## src/rtl/mac_pkg.sv

```systemverilog
package mac_pkg;
  typedef enum logic [2:0] {
    ST_IDLE,
    ST_GET_RN,
    ST_GET_LO,
    ST_GET_HI,
    ST_MUL_FIRST,
    ST_MUL_RUN,
    ST_WRITE
  } mac_state_e;
endpackage

```

## src/rtl/mac_shift_mult.sv

```systemverilog
module mac_shift_mult #(
  parameter int DW = 8,
  localparam int CW = $clog2(DW)
) (
  input  logic          clk,
  input  logic          rst,
  input  logic          first,
  input  logic [DW-1:0] opnd,
  input  logic [DW-1:0] mcand,
  output logic [DW-1:0] prod,
  output logic          last
);
  localparam logic [CW-1:0] LAST_IT = CW'(DW - 1);

  logic          running_q;
  logic [CW-1:0] cnt_q;
  logic [DW-1:0] mlt_q, msh_q, prod_q;

  // The first iteration consumes the operand straight from the memory port.
  always_ff @(posedge clk) begin
    if (rst) begin
      running_q <= 1'b0;
      cnt_q     <= '0;
    end else if (first) begin
      running_q <= 1'b1;
      cnt_q     <= CW'(1);
    end else if (running_q) begin
      cnt_q <= cnt_q + CW'(1);
      if (cnt_q == LAST_IT) running_q <= 1'b0;
    end
  end

  always_ff @(posedge clk) begin
    if (first) begin
      prod_q <= opnd[0] ? mcand : '0;
      mlt_q  <= opnd >> 1;
      msh_q  <= mcand << 1;
    end else if (running_q) begin
      prod_q <= prod_q + (mlt_q[0] ? msh_q : '0);
      mlt_q  <= mlt_q >> 1;
      msh_q  <= msh_q << 1;
    end
  end

  assign prod = prod_q;
  assign last = running_q && (cnt_q == LAST_IT);


  mult_restart_chk: assert property (@(posedge clk) disable iff (rst)
    first |-> !running_q);
endmodule

```

## src/rtl/mac_seq.sv

```systemverilog
module mac_seq
  import mac_pkg::*;
#(
  parameter int DW = 8,
  parameter int AW = 16,
  parameter int RW = 3
) (
  input  logic          clk,
  input  logic          rst,
  input  logic          start,
  input  logic [AW-1:0] pc_in,
  input  logic [DW-1:0] mem_rdata,
  input  logic [DW-1:0] rf_rdata,
  input  logic          mult_last,
  input  logic [DW-1:0] prod,
  output logic          busy,
  output logic          done,
  output logic [AW-1:0] pc_out,
  output logic          mem_rd,
  output logic [AW-1:0] mem_addr,
  output logic [RW-1:0] rf_raddr,
  output logic          rf_we,
  output logic [RW-1:0] rf_waddr,
  output logic [DW-1:0] rf_wdata,
  output logic          mult_first,
  output logic [DW-1:0] mcand
);
  localparam int LATENCY = DW + 5;
  localparam int LW      = $clog2(LATENCY + 1);

  mac_state_e    state_q, state_d;
  logic [AW-1:0] pc_q;
  logic [RW-1:0] rn_q;
  logic [DW-1:0] lo_q, mcand_q, r0_q;
  logic          accept;

  assign accept = (state_q == ST_IDLE) && start;

  always_comb begin
    state_d = state_q;
    case (state_q)
      ST_IDLE:      if (start) state_d = ST_GET_RN;
      ST_GET_RN:    state_d = ST_GET_LO;
      ST_GET_LO:    state_d = ST_GET_HI;
      ST_GET_HI:    state_d = ST_MUL_FIRST;
      ST_MUL_FIRST: state_d = ST_MUL_RUN;
      ST_MUL_RUN:   if (mult_last) state_d = ST_WRITE;
      ST_WRITE:     state_d = ST_IDLE;
      default:      state_d = ST_IDLE;
    endcase
  end

  always_ff @(posedge clk) begin
    if (rst) state_q <= ST_IDLE;
    else     state_q <= state_d;
  end

  // Instruction-byte capture and program counter advance.
  always_ff @(posedge clk) begin
    if (accept) pc_q <= pc_in + AW'(2);
    case (state_q)
      ST_GET_RN: begin
        rn_q <= mem_rdata[RW-1:0];
        pc_q <= pc_q + AW'(1);
      end
      ST_GET_LO: begin
        lo_q    <= mem_rdata;
        mcand_q <= rf_rdata;
        pc_q    <= pc_q + AW'(1);
      end
      ST_GET_HI: r0_q <= rf_rdata;
      default: ;
    endcase
  end

  // Memory and register-file read requests.
  always_comb begin
    mem_rd   = 1'b0;
    mem_addr = pc_q;
    rf_raddr = '0;
    case (state_q)
      ST_IDLE: begin
        mem_rd   = start;
        mem_addr = pc_in + AW'(1);
      end
      ST_GET_RN: mem_rd = 1'b1;
      ST_GET_LO: begin
        mem_rd   = 1'b1;
        rf_raddr = rn_q;
      end
      ST_GET_HI: begin
        mem_rd   = 1'b1;
        mem_addr = AW'({mem_rdata, lo_q});
      end
      default: ;
    endcase
  end

  assign busy       = (state_q != ST_IDLE);
  assign done       = (state_q == ST_WRITE);
  assign rf_we      = done;
  assign rf_waddr   = '0;
  assign rf_wdata   = r0_q + prod;
  assign pc_out     = pc_q;
  assign mult_first = (state_q == ST_MUL_FIRST);
  assign mcand      = mcand_q;

  // Cycle counter used only by the latency check below.
  logic [LW-1:0] lat_q;
  always_ff @(posedge clk) begin
    if (rst)                    lat_q <= '0;
    else if (accept)            lat_q <= LW'(2);
    else if (state_q != ST_IDLE) lat_q <= lat_q + LW'(1);
    else                        lat_q <= '0;
  end


  latency_chk: assert property (@(posedge clk) disable iff (rst)
    done |-> (lat_q == LW'(LATENCY)));

  done_pulse_chk: assert property (@(posedge clk) disable iff (rst)
    done |=> !done);

  done_idle_chk: assert property (@(posedge clk) disable iff (rst)
    done |=> !busy);

  busy_start_chk: assert property (@(posedge clk) disable iff (rst)
    (busy && start && !done) |=> busy);

  busy_rise_chk: assert property (@(posedge clk) disable iff (rst)
    $rose(busy) |-> $past(start));
endmodule

```

## src/rtl/mac_macro_unit.sv

```systemverilog
module mac_macro_unit #(
  parameter int DATA_W  = 8,
  parameter int REG_CNT = 8,
  localparam int ADDR_W = 2 * DATA_W,
  localparam int RIDX_W = $clog2(REG_CNT)
) (
  input  logic              clk,
  input  logic              rst,
  input  logic              start,
  input  logic [ADDR_W-1:0] pc_in,
  output logic              busy,
  output logic              done,
  output logic [ADDR_W-1:0] pc_out,
  output logic              mem_rd,
  output logic [ADDR_W-1:0] mem_addr,
  input  logic [DATA_W-1:0] mem_rdata,
  output logic [RIDX_W-1:0] rf_raddr,
  input  logic [DATA_W-1:0] rf_rdata,
  output logic              rf_we,
  output logic [RIDX_W-1:0] rf_waddr,
  output logic [DATA_W-1:0] rf_wdata
);
  logic              mult_first, mult_last;
  logic [DATA_W-1:0] mcand, prod;

  mac_seq #(.DW(DATA_W), .AW(ADDR_W), .RW(RIDX_W)) u_seq (
    .clk        (clk),
    .rst        (rst),
    .start      (start),
    .pc_in      (pc_in),
    .mem_rdata  (mem_rdata),
    .rf_rdata   (rf_rdata),
    .mult_last  (mult_last),
    .prod       (prod),
    .busy       (busy),
    .done       (done),
    .pc_out     (pc_out),
    .mem_rd     (mem_rd),
    .mem_addr   (mem_addr),
    .rf_raddr   (rf_raddr),
    .rf_we      (rf_we),
    .rf_waddr   (rf_waddr),
    .rf_wdata   (rf_wdata),
    .mult_first (mult_first),
    .mcand      (mcand)
  );

  mac_shift_mult #(.DW(DATA_W)) u_mult (
    .clk   (clk),
    .rst   (rst),
    .first (mult_first),
    .opnd  (mem_rdata),
    .mcand (mcand),
    .prod  (prod),
    .last  (mult_last)
  );
endmodule

```

## config.mk

```make
export PLATFORM = sky130hd
export DESIGN_NAME = mac_macro_unit
export DESIGN_NICKNAME = d
export VERILOG_FILES = /design/src/rtl/mac_pkg.sv /design/src/rtl/mac_shift_mult.sv /design/src/rtl/mac_seq.sv /design/src/rtl/mac_macro_unit.sv
export SDC_FILE = /design/constraint.sdc
export NUM_CORES = 1
export LEC_CHECK = 0
export ABC_AREA = 1
export BUFFER_PORTS_ARGS = -buffer_cell sky130_fd_sc_hd__buf_2
export CAP_MARGIN = 20
export CORE_MARGIN = 2
export CORE_UTILIZATION = 30
export CTS_CLUSTER_SIZE = 16
export DETAILED_ROUTE_END_ITERATION = 10
export GPL_ROUTABILITY_DRIVEN = 0
export PLACE_DENSITY_LB_ADDON = 0.08
export SKIP_CTS_REPAIR_TIMING = 1
export SYNTH_ARGS = -nofsm -noshare
export SYNTH_HDL_FRONTEND = slang
export SYNTH_HIERARCHICAL = 1
export SYNTH_SLANG_ARGS = --single-unit
```

## constraint.sdc

```tcl
create_clock -name clk -period 3.4 [get_ports clk]
set_input_delay 0.68 -clock clk [delete_from_list [all_inputs] [get_ports clk]]
set_output_delay 0.68 -clock clk [all_outputs]
set_load 0.01 [all_outputs]
```

==> results of run 1 <==
final timing paths:
kind | startpoint | endpoint | slack (ps) | depth (start not counted)
worst max-delay path | u_seq/state_q[2]$_SDFFE_PP0P_ | mem_addr[1] | 420 | 7
worst min-delay path | u_mult/cnt_q[1]$_SDFFE_PP0P_ | u_mult/cnt_q[1]$_SDFFE_PP0P_ | 470 | 2
worst max register to register | u_seq/state_q[2]$_SDFFE_PP0P_ | u_mult/msh_q[7]$_DFFE_PN_ | 1220 | 5
worst min register to register | u_mult/cnt_q[1]$_SDFFE_PP0P_ | u_mult/cnt_q[1]$_SDFFE_PP0P_ | 470 | 2
worst max-delay path: stages (launching register included):
cell and delay, ps:
dfxtp_1 510, inv_1 140, nand2_1 130, clkinv_1 480
buf_4 400, nand2_1 80, nand3_1 70, buf_2 140
state kept, by name (all words and copies together), names as in the netlist:
register	flops
u_mult/prod	8
u_seq/pc_out	16
u_seq/rn_q	3
u_seq/r0_q	8
u_seq/mcand	8
u_mult/cnt_q	3
u_seq/lo_q	8
u_mult/mlt_q	7
u_mult/msh_q	7
u_seq/state_q	3
u_mult/running_q	1
cells in the final DEF (no fill, tap or decap), types with 3 or more instances in the layout:
cell / count
xnor2_1: 4
nor2_2: 3
nor2_1: 43
clkbuf_16: 9
buf_2: 81
or2_2: 3
ha_1: 18
inv_1: 87
dfxtp_1: 7
edfxtp_1: 65
nand3b_1: 3
a21oi_1: 17
bufinv_16: 3
o21bai_1: 3
o22ai_1: 3
nand2_1: 208
nand3_1: 75
xor2_1: 5
buf_4: 5
nand4_1: 13
o21ai_2: 3
conb_1: 3
o21ai_0: 25
cell families after synthesis:
kind of cell | synth area share, %
flip-flops | 43.76
XOR/XNOR | 1.649
buffers and inverters | 10.29
other | 0.07844
AND/OR/NAND/NOR | 31.61
AO/OA/AOI/OAI | 7.066
adder cells (fa/ha/maj) | 5.548
final cells by class:
type                    count  share of cell area, %
clock buffers              11                  4.075
clock inverters             5                  1.819
inverters                  92                  6.135
multi-input cells         446                  38.85
flip-flops and latches     72                  36.63
well taps                 216                  4.733
repair buffers             86                  7.756
layer usage:
| layer | up-vias | global-route usage, % | routed length [um] |
|---|---|---|---|
| met5 | - | 0 | 0 |
| met4 | 0 | 7.400 | 376 |
| met3 | 25 | 3.075 | 490 |
| met2 | 101 | 28.83 | 6700 |
| met1 | 1950 | 21.67 | 6411 |
| li1 | 2212 | - | - |
stage by stage:
step	instances	area, um2
6_report	928	5710
5_1_grt	928	5710
4_1_cts	928	5710
3_5_place_dp	912	5374
3_3_place_gp	912	5374
2_1_floorplan	627	4788
power groups by stage:
stage / sequential (mW) / clock, mW / combinational [mW]
after global placement: 1.18 / 0 / 0.631
after detailed placement: 1.18 / 0 / 0.636
final: 1.16 / 1.09 / 0.630
after floorplan: 1.17 / 0 / 0.377
after global routing: 1.17 / 1.16 / 0.710
after CTS: 1.16 / 1.11 / 0.638
==> impl_metrics.tcl, run 1 <==
set metrics [dict create \
    syn_area_um2 4781 \
    async_flop_share_pct 0 \
    cts_tree "built" \
    ir_drop_mv 0.2335 \
    routedWlPerCell_um 15.06 \
    synth_area_leaders "edfxtp_1 41%, nand2_1 16%, nand3_1 7.9%" \
    numCtsBuffers 9 \
    clock_sinks 72 \
    antenna_found_initial 0 \
    endpoint_kind "output pin" \
    portBuffers 81 \
    synth_seq_cells 72 \
    powerDensity_nw_per_um2 504.3 \
    synth_cell_type_count 38 \
    hold_viol_final 0 \
    layout.nets 762 \
    finalMaxSlewViolations 0 \
    ys.flop_type "edfxtp_1" \
    cts.reportedPaths.clkPinSlew_ps 60 \
    synth_edf_count 65 \
    pre_cts_ws_ps 694.6 \
    firstDrtPassIters 5 \
    yosys_warnings 6 \
    hp-class "flop to flop" \
    p_clk_share_pct 37.8 \
    cp.required_ps 2720 \
    dieArea_um2 16960 \
    combPwrFrac_pct 21.9 \
    avgViaCountPerCell 4.621 \
    skew_ps 5.818 \
    cts_buffer_depth 2 \
    grtUsageTotal_pct 17.15 \
    core_area_um2 15710 \
    seq_area_frac_synth_pct 43.76 \
    path_class "flop to output pin" \
    start_util_pct 30.43 \
    num_rows 46 \
    grt_start_max_net_pins 24 \
    hpwl_um 10730 \
    synth.avg_cell_area_um2 7.649 \
    yosysTopAreaCell "edfxtp_1" \
    yosysMostFrequentCell "nand2_1" \
    cap_violations 0 \
    setup_viol_count_final 0 \
    p_leak_nw 2.756 \
    n_antenna_cell 0 \
    worst_pin_slew_ps 983.2 \
    die_h_um 130.2 \
    register_area_um2 2092 \
    rsz0062_at_grt "no" \
    status "completed" \
    finalWirelength_um 13980 \
    grt_pass1_wl_um 21860 \
    syn2layout_area_growth_pct 19.45 \
    netlist_instances 625 \
    synth_top_cell_area_share_pct 40.83 \
    setup_ws_ps 418.4 \
    clkLatencyLatePin_ps 340 \
    critPathLaunchType "flop" \
    max-slew-margin-rel_pct 34.46 \
    utilization_pct 36.34 \
    grt_pass1_vias 4231 \
    multi_input_comb_area_um2 2218 \
    htreeDepth 3 \
    boundaryPins 85 \
    fin_setup_tns_ps 0 \
    drc 0 \
    finalCritPeriodShare_pct 87.69 \
    vias 4288 \
    power_frac_seq_pct 40.3 \
    dieWidth_um 130.2 \
    fmax_ghz 0.3354 \
    ant_nets 0 \
    synthTopCellsByCount "208 x nand2_1, 87 x inv_1, 75 x nand3_1, 65 x edfxtp_1, 43 x nor2_1" \
    worstPathMaxFanout 17 \
    drive_gt1_share_pct 16.71 \
    gr-total-overflow 0 \
    hold_ws_ps 472.3 \
    internal-power_mw 2.004 \
    power.total_mw 2.880 \
    nFillCells 1677 \
    cts-root-buf "clkbuf_16" \
    cp.arrival_ps 2300 \
    p_sw_share_pct 30.40 \
    p_sw_uw 875.4 \
    fin_crit_ps 2982 \
    drt_iter0_drc 250 \
]
Power figures use the tool's default switching activity.
==> run 2: changes to the inputs <==
- CAP_MARGIN: 20 -> default
- clock period: 3.4 -> 3 ns (I/O delays scaled with it)
==> run 2 against run 1 <==
Hold slack got worse by 16 ps. Global-route usage rose by 0.15 points. Final area fell by 0.74%. Utilization fell by 0.27 points. Sequential share of layout area rose by 0.27 points. Via count rose by 1.8%. Clock-buffer cell count rose by 2. Power rose by 4.1%. Combinational power rose by 14%. Setup slack got worse by 170 ps. Register-to-register slack got worse by 240 ps.
==> impl_metrics.tcl, run 2 (synthesis results as in run 1) <==
set metrics [dict create \
    num_rows 46 \
    syn2layout_area_growth_pct 18.56 \
    mostFrequentLayoutCells "208 x nand2_1, 87 x inv_1, 81 x buf_2" \
    htreeDepth 3 \
    rsz0062_at_grt "no" \
    clkLatencyLatePin_ps 330 \
    max-slew-margin-rel_pct 64.01 \
    numCtsBuffers 9 \
    cp.arrival_ps 2150 \
    grtUsageTotal_pct 17.29 \
    endpoint_kind "output pin" \
    cts_buffer_depth 2 \
    dieArea_um2 16960 \
    drc 0 \
    final_area_um2 5668 \
    start_util_pct 30.43 \
    placed_area_um2 5400 \
    antenna_found_initial 0 \
    worst_path_max_delay_cell "dfxtp_1" \
    vias 4366 \
    fmax_ghz 0.3639 \
    drive_gt1_share_pct 16.90 \
    grt_start_max_net_pins 24 \
    p_sw_uw 956.2 \
    gr-total-overflow 0 \
    cp.required_ps 2400 \
    cts-root-buf "clkbuf_16" \
    p_clk_share_pct 32.3 \
    layout_commonest_cell "nand2_1" \
    fin_setup_tns_ps 0 \
    setup_viol_count_final 0 \
    stdcell_count 932 \
    routedWlPerCell_um 15.00 \
    cts.reportedPaths.clkPinSlew_ps 60 \
    boundaryPins 85 \
    dpl.cell_count 916 \
    internal-power_mw 2.041 \
    ir_drop_mv 0.2639 \
    clock_sinks 72 \
    hpwl_um 10680 \
    cts_tree "built" \
    n_antenna_cell 0 \
    finalWirelength_um 13980 \
    worstPathMaxFanout 18 \
    finalMaxSlewViolations 0 \
    power_frac_seq_pct 43.8 \
    hp-class "primary input to flop" \
    fin_crit_ps 2748 \
    path_buf_inv 3 \
    dieWidth_um 130.2 \
    skew_ps 4.598 \
    crit_top_cell "nand2_1" \
    status "completed" \
    path_class "flop to output pin" \
    powerDensity_nw_per_um2 528.7 \
    critPathLaunchType "flop" \
    avgViaCountPerCell 4.685 \
    combPwrFrac_pct 23.9 \
    core_area_um2 15710 \
    ant_nets 0 \
    layout.nets 766 \
    largest_reg_flops 16 \
    worst_pin_slew_ps 536.5 \
    hold_viol_final 0 \
    drt_iter0_drc 330 \
    grt_pass1_wl_um 22110 \
    portBuffers 81 \
    finalCritPeriodShare_pct 91.59 \
    cap_violations 0 \
    grt_pass1_vias 4254 \
    firstDrtPassIters 5 \
    p_sw_share_pct 31.91 \
    utilization_pct 36.07 \
    crit_family "buffers and inverters" \
    path_cells "inv_1 > nand2_1 > clkinv_1 > nand2_1 > o21ai_0 > o21bai_1 > buf_2" \
    cpPeakStageDelay_ps 510 \
    die_h_um 130.2 \
    p_leak_nw 2.742 \
    power.total_mw 2.997 \
]
## run 2: per-stage QoR
| step | hold slack, ps | worst slack, ps |
|---|---|---|
| final | 455.9 | 252.3 |
| after global routing | 446.5 | 10.90 |
| after CTS | 446.3 | 223.3 |
| after detailed placement | 479.4 | 437.8 |
| after global placement | 451.9 | 506.9 |
| after floorplan | 440.0 | 258.9 |
## run 2: area by class of cell
cell class | instances | area, um2
Clock buffer | 13 | 250.2
Clock inverter | 3 | 17.52
Fill cell | 1700 | 10040
Inverter | 92 | 350.3
Multi-Input combinational cell | 446 | 2215
Sequential cell | 72 | 2092
Tap cell | 216 | 270.3
Timing Repair Buffer | 90 | 473.0
## run 2: power groups by stage
stage                     Combinational, mW  Sequential, mW  Clock [mW]
final                                 0.716            1.31       0.968
after global routing                  0.806            1.33        1.05
after CTS                             0.726            1.31        1.01
after detailed placement              0.722            1.33           0
after global placement                0.720            1.34           0
after floorplan                       0.428            1.32           0
## run 2: path summary, 6_finish.rpt
check,from,to,slack [ps],cells after the start
worst max-delay path,u_seq/state_q[2]$_SDFFE_PP0P_,mem_addr[12],250,7
worst min-delay path,rf_rdata[2],u_seq/r0_q[2]$_DFFE_PN_,460,1
worst min register to register,u_mult/cnt_q[2]$_SDFFE_PP0P_,u_mult/cnt_q[2]$_SDFFE_PP0P_,490,2
worst max register to register,u_mult/mlt_q[0]$_DFFE_PN_,u_mult/prod[7]$_DFFE_PN_,980,10
## run 2: layer usage
metal	vias up	wire length (um)	track usage [%]
li1	2212	-	-
met1	2027	6153	21.96
met2	113	7070	30.18
met3	14	557	2.091
met4	0	202	6.515
met5	-	0	0
